$ cat src/rtl/aclk_pkg.sv
package aclk_pkg;
  typedef enum logic [1:0] {
    SHARE_NONE = 2'd0,
    SHARE_TX   = 2'd1,
    SHARE_RX   = 2'd2,
    SHARE_RSV  = 2'd3
  } share_e;

  localparam int unsigned DIV_W   = 8;
  localparam int unsigned SYNC_ST = 2;
  localparam int unsigned N_FRAME = 2;  // index 0 tx, 1 rx
endpackage

$ cat src/rtl/aclk_div.sv
// Phase divider: counts adv_i pulses, level low for ceil(R/2), high for floor(R/2).
module aclk_div #(
  parameter int unsigned W = 8
) (
  input  logic         clk_i,
  input  logic         rst_ni,
  input  logic         run_i,
  input  logic         adv_i,
  input  logic [W-1:0] div_m1_i,
  output logic         lvl_o,
  output logic         rise_nxt_o,
  output logic         rise_o
);
  localparam logic [W:0] ONE = (W+1)'(1);
  localparam logic [W:0] TWO = (W+1)'(2);

  logic [W:0] ratio, lo_len, cnt_q, cnt_d;

  always_comb begin
    ratio  = (div_m1_i == '0) ? TWO : ({1'b0, div_m1_i} + ONE);
    lo_len = (ratio + ONE) >> 1;
    if (!run_i)             cnt_d = '0;
    else if (!adv_i)        cnt_d = cnt_q;
    else if (cnt_q >= ratio - ONE) cnt_d = '0;
    else                    cnt_d = cnt_q + ONE;
  end

  assign rise_nxt_o = run_i && adv_i && (cnt_d == lo_len);

  always_ff @(posedge clk_i or negedge rst_ni) begin
    if (!rst_ni) begin
      cnt_q  <= '0;
      lvl_o  <= 1'b0;
      rise_o <= 1'b0;
    end else begin
      cnt_q  <= cnt_d;
      lvl_o  <= run_i && (cnt_d >= lo_len);
      rise_o <= rise_nxt_o;
    end
  end
endmodule

$ cat src/rtl/aclk_sync.sv
// Multi-stage synchronizer for external clocks, rising-edge detect on bit 0.
module aclk_sync #(
  parameter int unsigned N_SIG  = 3,
  parameter int unsigned STAGES = 2
) (
  input  logic             clk_i,
  input  logic             rst_ni,
  input  logic [N_SIG-1:0] async_i,
  output logic [N_SIG-1:0] sync_o,
  output logic             rise0_o
);
  logic last0_q;

  for (genvar g = 0; g < N_SIG; g++) begin : g_sig
    logic [STAGES-1:0] sh_q;
    always_ff @(posedge clk_i or negedge rst_ni) begin
      if (!rst_ni) sh_q <= '0;
      else         sh_q <= {sh_q[STAGES-2:0], async_i[g]};
    end
    assign sync_o[g] = sh_q[STAGES-1];
  end

  always_ff @(posedge clk_i or negedge rst_ni) begin
    if (!rst_ni) last0_q <= 1'b0;
    else         last0_q <= sync_o[0];
  end

  assign rise0_o = sync_o[0] & ~last0_q;
endmodule

$ cat src/rtl/aclk_gen.sv
module aclk_gen
  import aclk_pkg::*;
#(
  parameter int unsigned W = DIV_W
) (
  input  logic         clk_i,
  input  logic         rst_ni,
  input  logic         slave_i,
  input  logic [W-1:0] bdiv_m1_i,
  input  logic [W-1:0] tx_fdiv_m1_i,
  input  logic [W-1:0] rx_fdiv_m1_i,
  input  logic         bclk_inv_i,
  input  logic         tx_fs_inv_i,
  input  logic         rx_fs_inv_i,
  input  logic [1:0]   share_mode_i,
  input  logic         tx_start_i,
  input  logic         rx_start_i,
  input  logic         clear_i,
  input  logic         ext_bclk_i,
  input  logic         ext_tx_fs_i,
  input  logic         ext_rx_fs_i,
  output logic         bclk_o,
  output logic         tx_fs_o,
  output logic         rx_fs_o,
  output logic         bclk_ce_o
);
  logic run;
  logic m_bclk, m_tick_nxt, m_ce;
  logic [N_FRAME-1:0] m_fs;
  logic [W-1:0] fdiv [N_FRAME];
  logic [2:0] s_sig;
  logic s_rise;
  logic src_bclk, src_tx, src_rx, sel_tx, sel_rx;
  share_e share;

  assign run     = (tx_start_i | rx_start_i) & ~clear_i;
  assign fdiv[0] = tx_fdiv_m1_i;
  assign fdiv[1] = rx_fdiv_m1_i;
  assign share   = share_e'(share_mode_i);

  aclk_div #(.W(W)) u_bit_div (
    .clk_i     (clk_i),
    .rst_ni    (rst_ni),
    .run_i     (run),
    .adv_i     (1'b1),
    .div_m1_i  (bdiv_m1_i),
    .lvl_o     (m_bclk),
    .rise_nxt_o(m_tick_nxt),
    .rise_o    (m_ce)
  );

  for (genvar f = 0; f < N_FRAME; f++) begin : g_frame
    logic unused_nxt, unused_rise;
    aclk_div #(.W(W)) u_frame_div (
      .clk_i     (clk_i),
      .rst_ni    (rst_ni),
      .run_i     (run),
      .adv_i     (m_tick_nxt),
      .div_m1_i  (fdiv[f]),
      .lvl_o     (m_fs[f]),
      .rise_nxt_o(unused_nxt),
      .rise_o    (unused_rise)
    );
  end

  aclk_sync #(.N_SIG(3), .STAGES(SYNC_ST)) u_sync (
    .clk_i  (clk_i),
    .rst_ni (rst_ni),
    .async_i({ext_rx_fs_i, ext_tx_fs_i, ext_bclk_i}),
    .sync_o (s_sig),
    .rise0_o(s_rise)
  );

  always_comb begin
    src_bclk = slave_i ? s_sig[0] : m_bclk;
    src_tx   = slave_i ? s_sig[1] : m_fs[0];
    src_rx   = slave_i ? s_sig[2] : m_fs[1];
    unique case (share)
      SHARE_TX: begin sel_tx = src_tx; sel_rx = src_tx; end
      SHARE_RX: begin sel_tx = src_rx; sel_rx = src_rx; end
      default:  begin sel_tx = src_tx; sel_rx = src_rx; end
    endcase
  end

  assign bclk_o    = src_bclk ^ bclk_inv_i;
  assign tx_fs_o   = sel_tx ^ tx_fs_inv_i;
  assign rx_fs_o   = sel_rx ^ rx_fs_inv_i;
  assign bclk_ce_o = slave_i ? (s_rise & run) : m_ce;
endmodule

$ cat config.mk
export PLATFORM = sky130hd
export DESIGN_NAME = aclk_gen
export DESIGN_NICKNAME = d
export VERILOG_FILES = /design/src/rtl/aclk_pkg.sv /design/src/rtl/aclk_div.sv /design/src/rtl/aclk_sync.sv /design/src/rtl/aclk_gen.sv
export SDC_FILE = /design/constraint.sdc
export NUM_CORES = 1
export LEC_CHECK = 0
export BUFFER_PORTS_ARGS = -buffer_cell sky130_fd_sc_hd__buf_4
export CORE_MARGIN = 10
export CORE_UTILIZATION = 40
export CTS_CLUSTER_DIAMETER = 120
export DETAILED_ROUTE_END_ITERATION = 8
export PLACE_DENSITY_LB_ADDON = 0.08
export SLEW_MARGIN = 10
export SYNTH_ARGS = -nofsm -noshare
export SYNTH_HDL_FRONTEND = slang
export SYNTH_SLANG_ARGS = --single-unit
export TNS_END_PERCENT = 1
$ cat constraint.sdc
create_clock -name clk_i -period 3.7 [get_ports clk_i]
set_input_delay 0.185 -clock clk_i [delete_from_list [all_inputs] [get_ports clk_i]]
set_output_delay 0.185 -clock clk_i [all_outputs]
set_load 0.005 [all_outputs]
==> key figures, run 1 <==
Synthesis
  • Syn Area/Cell: about 8.4 um^2
  • Xor/xnor share of the synthesized area: 0.120
  • Mux contribution to synthesized area: 0.0181
  • Number of synthesized flops with an enable pin: 0
  • Cell Area, Synth: around 4400 um^2
  • Ys flop type: dfrtp_1
  • Synthesized Nets: around 630
  • Unique cell type count in the Yosys netlist: 63
  • Adder-cell area share of the yosys netlist: 0.181
  • Synth Area in Compound Gates: 0.191
  • Yosys warning count: 0
  • Post-synthesis cell count: approximately 530
  • Asr flop ratio synth: 1.00
  • Register bit count reported by yosys: 38
  • Main combinational cell family by area after synthesis: simple AND/OR/NAND/NOR gates
  • Post-synthesis simple-gate area fraction: 0.225
  • Register area share after synthesis: 0.215

Clock network
  • CTS Root Cell: clkbuf_8
  • Worst skew pair latency: between 0.2 and 0.3 ns
  • Clock transition at path regs: roughly 0.07 ns
  • TritonCTS buffer count: 5
  • CTS tree: done
  • # H-tree levels: 2
  • Clock tree buffer depth: 2
  • Clock sinks: 38

Routing
  • Vias per std cell: between 5 and 6
  • Router iterations before antenna repair: 4
  • Vias: around 4300
  • Initial drt markers: around 160
  • DR WL/cell: approximately 14 um
  • Post-DRT Antenna Nets: 0
  • Wirelength, routed: 11600 um
  • # DRC: 0

Timing
  • Tightest Pin Transition: 0.600 ns
  • Layout Skew: ~0.0045 ns
  • Final worst slack: -0.831 ns
  • RSZ-0062 raised after global routing: yes
  • Final worst-path cycle share: 1.22
  • Post-layout min period: roughly 4.5 ns
  • Highest Clock Rate: between 0.2 and 0.25 GHz
  • Hold slack final: 0.350 ns
  • Final setup violation count: 4
  • Relative slew slack: 0.599
  • Slew Limit Fails: 0
  • Final Hold Viols: 0

Cells and area
  • Share of layout cells above drive strength 1: 0.349
  • Final Cell Area: between 6000 and 7000 um^2
  • FF+latch area: between 900 and 1000 um^2
  • Area Overhead vs Synth: 40.6%
  • Most frequent cells in the layout: buf_4, ha_1, dfrtp_1
  • NumNets Final: between 700 and 800
  • Commonest non-fill, non-tap cell in the layout: buf_4
  • Final core occ: 0.573
  • ANT cells: 0
  • Area taken by multi-input logic gates: 3500 um^2
  • Filler instances: ~1000

Critical path
  • Critical Path RT: 3.86 ns
  • Critical Path Sink Type: flip-flop
  • Arrival @ worst endpoint: about 4.7 ns
  • CP max FO: 8
  • WS Path Type: primary input to flip-flop
  • Crit start category: primary input

Placement
  • Port Buf Inserts: 41
  • Pre-CTS WS: -1.28 ns
  • Post-DP HPWL: between 9000 and 10000 um
  • Placed instance area: about 5800 um^2
  • Placer Congestion: about 0.85

GRT
  • Pin count of the biggest net entering global routing: 39
  • Total gr overflow: 0
  • Initial antenna violation count: 0
  • Number of global-route vias before repair: between 4000 and 5000
  • First-pass GRT wire length: slightly below 20000 um
  • Gr usage total: 0.144

Power and ir drop
  • Maximum vdd drop: 0.156 mV
  • Cell Pwr Density: between 150 and 200 nW/um^2
  • Power Total: 1.22 mW
  • Pleak: between 2 and 3 nW

Die
  • Row Count: 38
  • Die Area: between 15000 and 20000 um^2
  • Core area: 10800 um^2
  • Io pins: 42
  • Die width: 125 um
  • Starting Density: 0.408
  • Die Ht: around 130 um

Status
  • Outcome: finished, violations left
  • Failing checks: negative setup slack

Run
  • Max-cap violations: 0

Min path
  • HP Class: flip-flop to flip-flop
-- cells by family (layout without fill, tap and decap cells) --
logic type | after synthesis | after routing
AND/OR/NAND/NOR | 191 | 191
XOR/XNOR | 59 | 59
AO/OA/AOI/OAI | 116 | 117
adder cells (fa/ha/maj) | 64 | 64
multiplexers | 8 | 8
flip-flops | 38 | 38
buffers and inverters | 51 | 211
-- worst max-delay path: stages --
cell and delay (ns):
buf_12 0.12, ha_4 0.18, o21ba_4 0.23, nor3_4 0.18
a31oi_2 0.08, buf_4 0.16, nor4_4 0.13, a41oi_2 0.06
ha_1 0.36, a21oi_2 0.15, o211ai_1 0.13, a211o_2 0.41
nor2_4 0.10, inv_1 0.04, ha_1 0.26, nand4_1 0.09
nor2_2 0.19, o21ai_4 0.11, buf_4 0.15, buf_4 0.13
nor2b_4 0.11, buf_6 0.11, a22o_1 0.14, ha_1 0.24
o21ai_2 0.16, nor2_1 0.06, o31ai_2 0.27, o311ai_2 0.14
-- where the power goes --
group          internal [mW]  switching [mW]
sequential             0.422         0.00340
combinational          0.224           0.211
clock                  0.216           0.144
-- area by class of cell --
class | instances | area share
tap | 140 | 0.0282
clock inverter | 1 | 0.00483
clock buffer | 6 | 0.0133
timing repair buffer | 176 | 0.219
sequential | 38 | 0.153
inverter | 28 | 0.0181
multi-input combinational | 439 | 0.563
-- layer usage --
layer	share of wire	GRT usage	up-vias
met5	0	0	-
met4	0.010	0.0339	0
met3	0.027	0.0186	7
met2	0.51	0.265	54
met1	0.45	0.173	1969
li1	-	-	2227
-- Yosys cell counts, drive strengths merged (6+ instances only) --
master / count / area (um^2)
a211oi: 7 / 65.1
a21oi: 20 / 111
a22o: 8 / 70.1
and2: 6 / 37.5
and3: 7 / 43.8
buf: 11 / 70.1
clkbuf: 12 / 45.0
dfrtp: 38 / 951
ha: 64 / 801
inv: 28 / 105
mux2i: 8 / 80.1
nand2: 38 / 143
nand2b: 11 / 71.3
nand3: 33 / 165
nand4: 12 / 75.1
nor2: 41 / 154
nor2b: 11 / 71.3
nor3: 11 / 55.1
o21ai: 23 / 126
o31ai: 7 / 52.6
or2: 6 / 37.5
xnor2: 30 / 270
xor2: 29 / 262
-- metrics by stage --
stage               instances  setup TNS [ns]
global route              828           -2.98
floorplan                 527           -1.60
CTS                       820           -1.63
detailed placement        807           -6.33
finish                    828           -1.63
global placement          807           -4.68
-- flip-flops by register name, summed over array words and instances (netlist names) --
name,count
g_frame.u_frame_div.cnt_q,18
u_sync.g_sig.sh_q,6
g_frame.u_frame_div.lvl_o,2
u_bit_div.rise_o,1
u_bit_div.lvl_o,1
u_sync.last0_q,1
u_bit_div.cnt_q,9
-- final timing paths --
check	to	cells past startpoint	slack [ns]	start
worst min register to register	u_sync.g_sig[0].sh_q[1]	0	0.35	u_sync.g_sig[0].sh_q[0]
max in group asynchronous	g_frame[0].u_frame_div.cnt_q[6]	2	2.93	rst_ni
min in group asynchronous	u_bit_div.cnt_q[2]	2	0.41	rst_ni
worst max-delay path	g_frame[0].u_frame_div.lvl_o	28	-0.83	bdiv_m1_i[0]
worst max register to register	g_frame[0].u_frame_div.lvl_o	20	-0.20	u_bit_div.cnt_q[8]
worst min-delay path	u_sync.g_sig[0].sh_q[1]	0	0.35	u_sync.g_sig[0].sh_q[0]
-- timing repair --
action,4_1_cts,5_1_grt
resized for setup,13,28
setup endpoints to repair,4,14
endpoints found under the hold margin,40,1
pin swaps,15,22
gates cloned,1,1
hold buffers,3,1
setup buffers,2,6
(Power assumes the default switching activity.)
==> inputs of run 2 (changes only) <==
- CORE_UTILIZATION: 40 -> 55
==> run 2 against run 1 <==
Against the previous run: the flow still finishes with violations (negative setup slack); sequential cell count did not move; global-route usage rose by 4.9 points; sequential share of layout area barely moved; clock skew barely moved; non-clock buffer count did not move; utilization rose by 23 points; critical endpoint is now g_frame[1].u_frame_div.lvl_o.
==> key figures, run 2 (synthesis gave the netlist of run 1 again) <==
Status
  • Outcome: finished, violations left (unchanged)
  • Failing checks: negative setup slack (unchanged)

Cells and area
  • Most frequent cells in the layout: buf_4, ha_1, dfrtp_1 (unchanged)
  • Max reg flops: 18 (unchanged)
  • Final Cell Area: 6220 um^2 (was 6210 um^2)
  • Area Overhead vs Synth: 40.8% (was 40.6%)
  • NumNets Final: 790 (unchanged)
  • Largest reg by FF count: g_frame.u_frame_div.cnt_q (unchanged)
  • Share of layout cells above drive strength 1: 0.351 (was 0.349)
  • ANT cells: 0 (unchanged)
  • Commonest non-fill, non-tap cell in the layout: buf_4 (unchanged)
  • Biggest regs: g_frame.u_frame_div.cnt_q x18, u_bit_div.cnt_q x9, u_sync.g_sig.sh_q x6 (unchanged)
  • Post-route insts no fill: 791 (was 828)

Min path
  • HP Start: clear_i (was u_sync.g_sig[0].sh_q[0])
  • HP Class: primary input to flip-flop (was flip-flop to flip-flop)
  • Hold Path End: u_bit_div.rise_o (was u_sync.g_sig[0].sh_q[1])
  • Hold depth: 4 (was 0)

Routing
  • Router iterations before antenna repair: 4 (unchanged)
  • Vias: 4378 (was 4257)
  • # DRC: 0 (unchanged)
  • Initial drt markers: 241 (was 164)
  • Vias per std cell: 5.53 (was 5.14)
  • Wirelength, routed: 11900 um (was 11600 um)
  • Post-DRT Antenna Nets: 0 (unchanged)
  • DR WL/cell: 15.0 um (was 14.0 um)

Die
  • Core area: 7770 um^2 (was 10800 um^2)
  • Starting Density: 0.569 (was 0.408)
  • Die Ht: 110 um (was 125 um)
  • Die Area: 12000 um^2 (was 15700 um^2)
  • Die width: 110 um (was 125 um)
  • Io pins: 42 (unchanged)
  • Row Count: 32 (was 38)

Clock network
  • Clock tree buffer depth: 2 (unchanged)
  • Clock sinks: 38 (unchanged)
  • TritonCTS buffer count: 5 (unchanged)
  • Clock transition at path regs: 0.08 ns (was 0.07 ns)
  • Worst skew pair latency: 0.29 ns (was 0.28 ns)
  • CTS Root Cell: clkbuf_8 (unchanged)
  • CTS tree: done (unchanged)
  • # H-tree levels: 2 (unchanged)

Critical path
  • Arrival @ worst endpoint: 4.71 ns (was 4.69 ns)
  • WS Path Type: primary input to flip-flop (unchanged)
  • Reg-to-Reg Start: u_bit_div.cnt_q[0] (was u_bit_div.cnt_q[8])
  • CP peak stage delay: 0.35 ns (was 0.41 ns)
  • Crit start category: primary input (unchanged)
  • Slowest CP cell: a211o_4 (was a211o_2)
  • Most frequent CP cell: ha_1
  • Critical Path RT: 3.86 ns (about the same)
  • Worst R2R End: g_frame[1].u_frame_div.lvl_o (was g_frame[0].u_frame_div.lvl_o)
  • R2R Setup Slk: -0.36 ns (was -0.20 ns)
  • CP max FO: 7 (was 8)
  • Reg2reg path depth: 21 (was 20)
  • Critical Path Sink Type: flip-flop (unchanged)

Timing
  • Highest Clock Rate: 0.220 GHz (was 0.221 GHz)
  • Relative slew slack: 0.668 (was 0.599)
  • Final worst-path cycle share: 1.23 (was 1.22)
  • RSZ-0062 raised after global routing: yes (unchanged)
  • Final worst slack: -0.850 ns (was -0.831 ns)
  • Tightest Pin Transition: 0.499 ns (was 0.600 ns)
  • Post-layout min period: 4.55 ns (was 4.53 ns)
  • Slew Limit Fails: 0 (unchanged)
  • Final setup violation count: 2 (was 4)
  • Layout Skew: 0.00426 ns (was 0.00445 ns)
  • Final Hold Viols: 0 (unchanged)

Power and ir drop
  • Maximum vdd drop: 0.168 mV (was 0.156 mV)
  • Cell Pwr Density: 210 nW/um^2 (was 196 nW/um^2)
  • Pleak: 2.94 nW (about the same)
  • Power Total: 1.30 mW (was 1.22 mW)

Placement
  • Post-DP HPWL: 9270 um (was 9480 um)
  • Post-Place Cells: 767 (was 807)
  • Port Buf Inserts: 41 (unchanged)
  • Placed instance area: 5760 um^2 (was 5820 um^2)
  • Placer Congestion: 0.865 (was 0.851)

Run
  • Max-cap violations: 0 (unchanged)

GRT
  • First-pass GRT wire length: 19300 um (was 19800 um)
  • Gr usage total: 0.193 (was 0.144)
  • Pin count of the biggest net entering global routing: 39 (unchanged)
  • Number of global-route vias before repair: 4355 (was 4347)
  • Total gr overflow: 0 (unchanged)
  • Initial antenna violation count: 0 (unchanged)
==> run 2: final cells by class <==
| cell class | instances | area, um^2 |
|---|---|---|
| repair buffers | 176 | 1360 |
| well taps | 102 | 128 |
| inverters | 28 | 125 |
| fillers | 505 | 1550 |
| flip-flops and latches | 38 | 951 |
| clock buffers | 5 | 68.8 |
| clock inverters | 3 | 68.8 |
| multi-input cells | 439 | 3520 |
==> run 2: metrics by stage <==
stage | setup slack, ns | setup TNS, ns | utilization | hold WS [ns]
3_5_place_dp | -1.29 | -6.01 | 0.742 | 0.192
4_1_cts | -0.691 | -1.38 | 0.784 | 0.307
3_3_place_gp | -1.12 | -3.76 | 0.742 | 0.190
2_1_floorplan | -0.805 | -1.60 | - | -0.111
6_report | -0.850 | -1.62 | 0.801 | 0.314
5_1_grt | -1.15 | -2.98 | 0.801 | 0.323
==> run 2: worst max-delay path: cells and delay by family <==
family | cells | cell delay (ns)
AND/OR/NAND/NOR | 6 | 0.92
buffers and inverters | 3 | 0.32
XOR/XNOR | 1 | 0.13
adder cells (fa/ha/maj) | 4 | 1.09
AO/OA/AOI/OAI | 13 | 2.06
==> run 2: per-layer routing <==
layer / share of wire / vias up / track usage
met5: 0 / - / 0
met1: 0.42 / 2050 / 0.221
li1: - / 2225 / -
met3: 0.034 / 21 / 0.0217
met4: 0.022 / 0 / 0.0641
met2: 0.52 / 82 / 0.362
==> run 2: where the power goes <==
group	internal [mW]	leakage, nW	switching (mW)
clock network	0.270	0.0683	0.158
logic	0.229	2.36	0.221
registers	0.421	0.513	0.00366
total	0.920	2.94	0.383
==> run 2: how the worst max path moves through the flow <==
stage                       startpoint                           end  slack (ns)
after detailed placement  bdiv_m1_i[0]  g_frame[1].u_frame_div.lvl_o       -1.29
after floorplan           bdiv_m1_i[0]  g_frame[0].u_frame_div.lvl_o       -0.81
after global placement    bdiv_m1_i[0]  g_frame[1].u_frame_div.lvl_o       -1.12
final                     bdiv_m1_i[1]  g_frame[1].u_frame_div.lvl_o       -0.85
after CTS                 bdiv_m1_i[0]  g_frame[0].u_frame_div.lvl_o       -0.69
after global routing      bdiv_m1_i[1]  g_frame[1].u_frame_div.lvl_o       -1.15
==> run 2: what timing repair did <==
action | in CTS | in global routing
setup buffers | 8 | 3
endpoints found under the hold margin | 41 | 0
gates cloned | 1 | 0
setup endpoints to repair | 4 | 11
resized for setup | 24 | 22
pin swaps | 23 | 21
hold buffers | 4 | 0
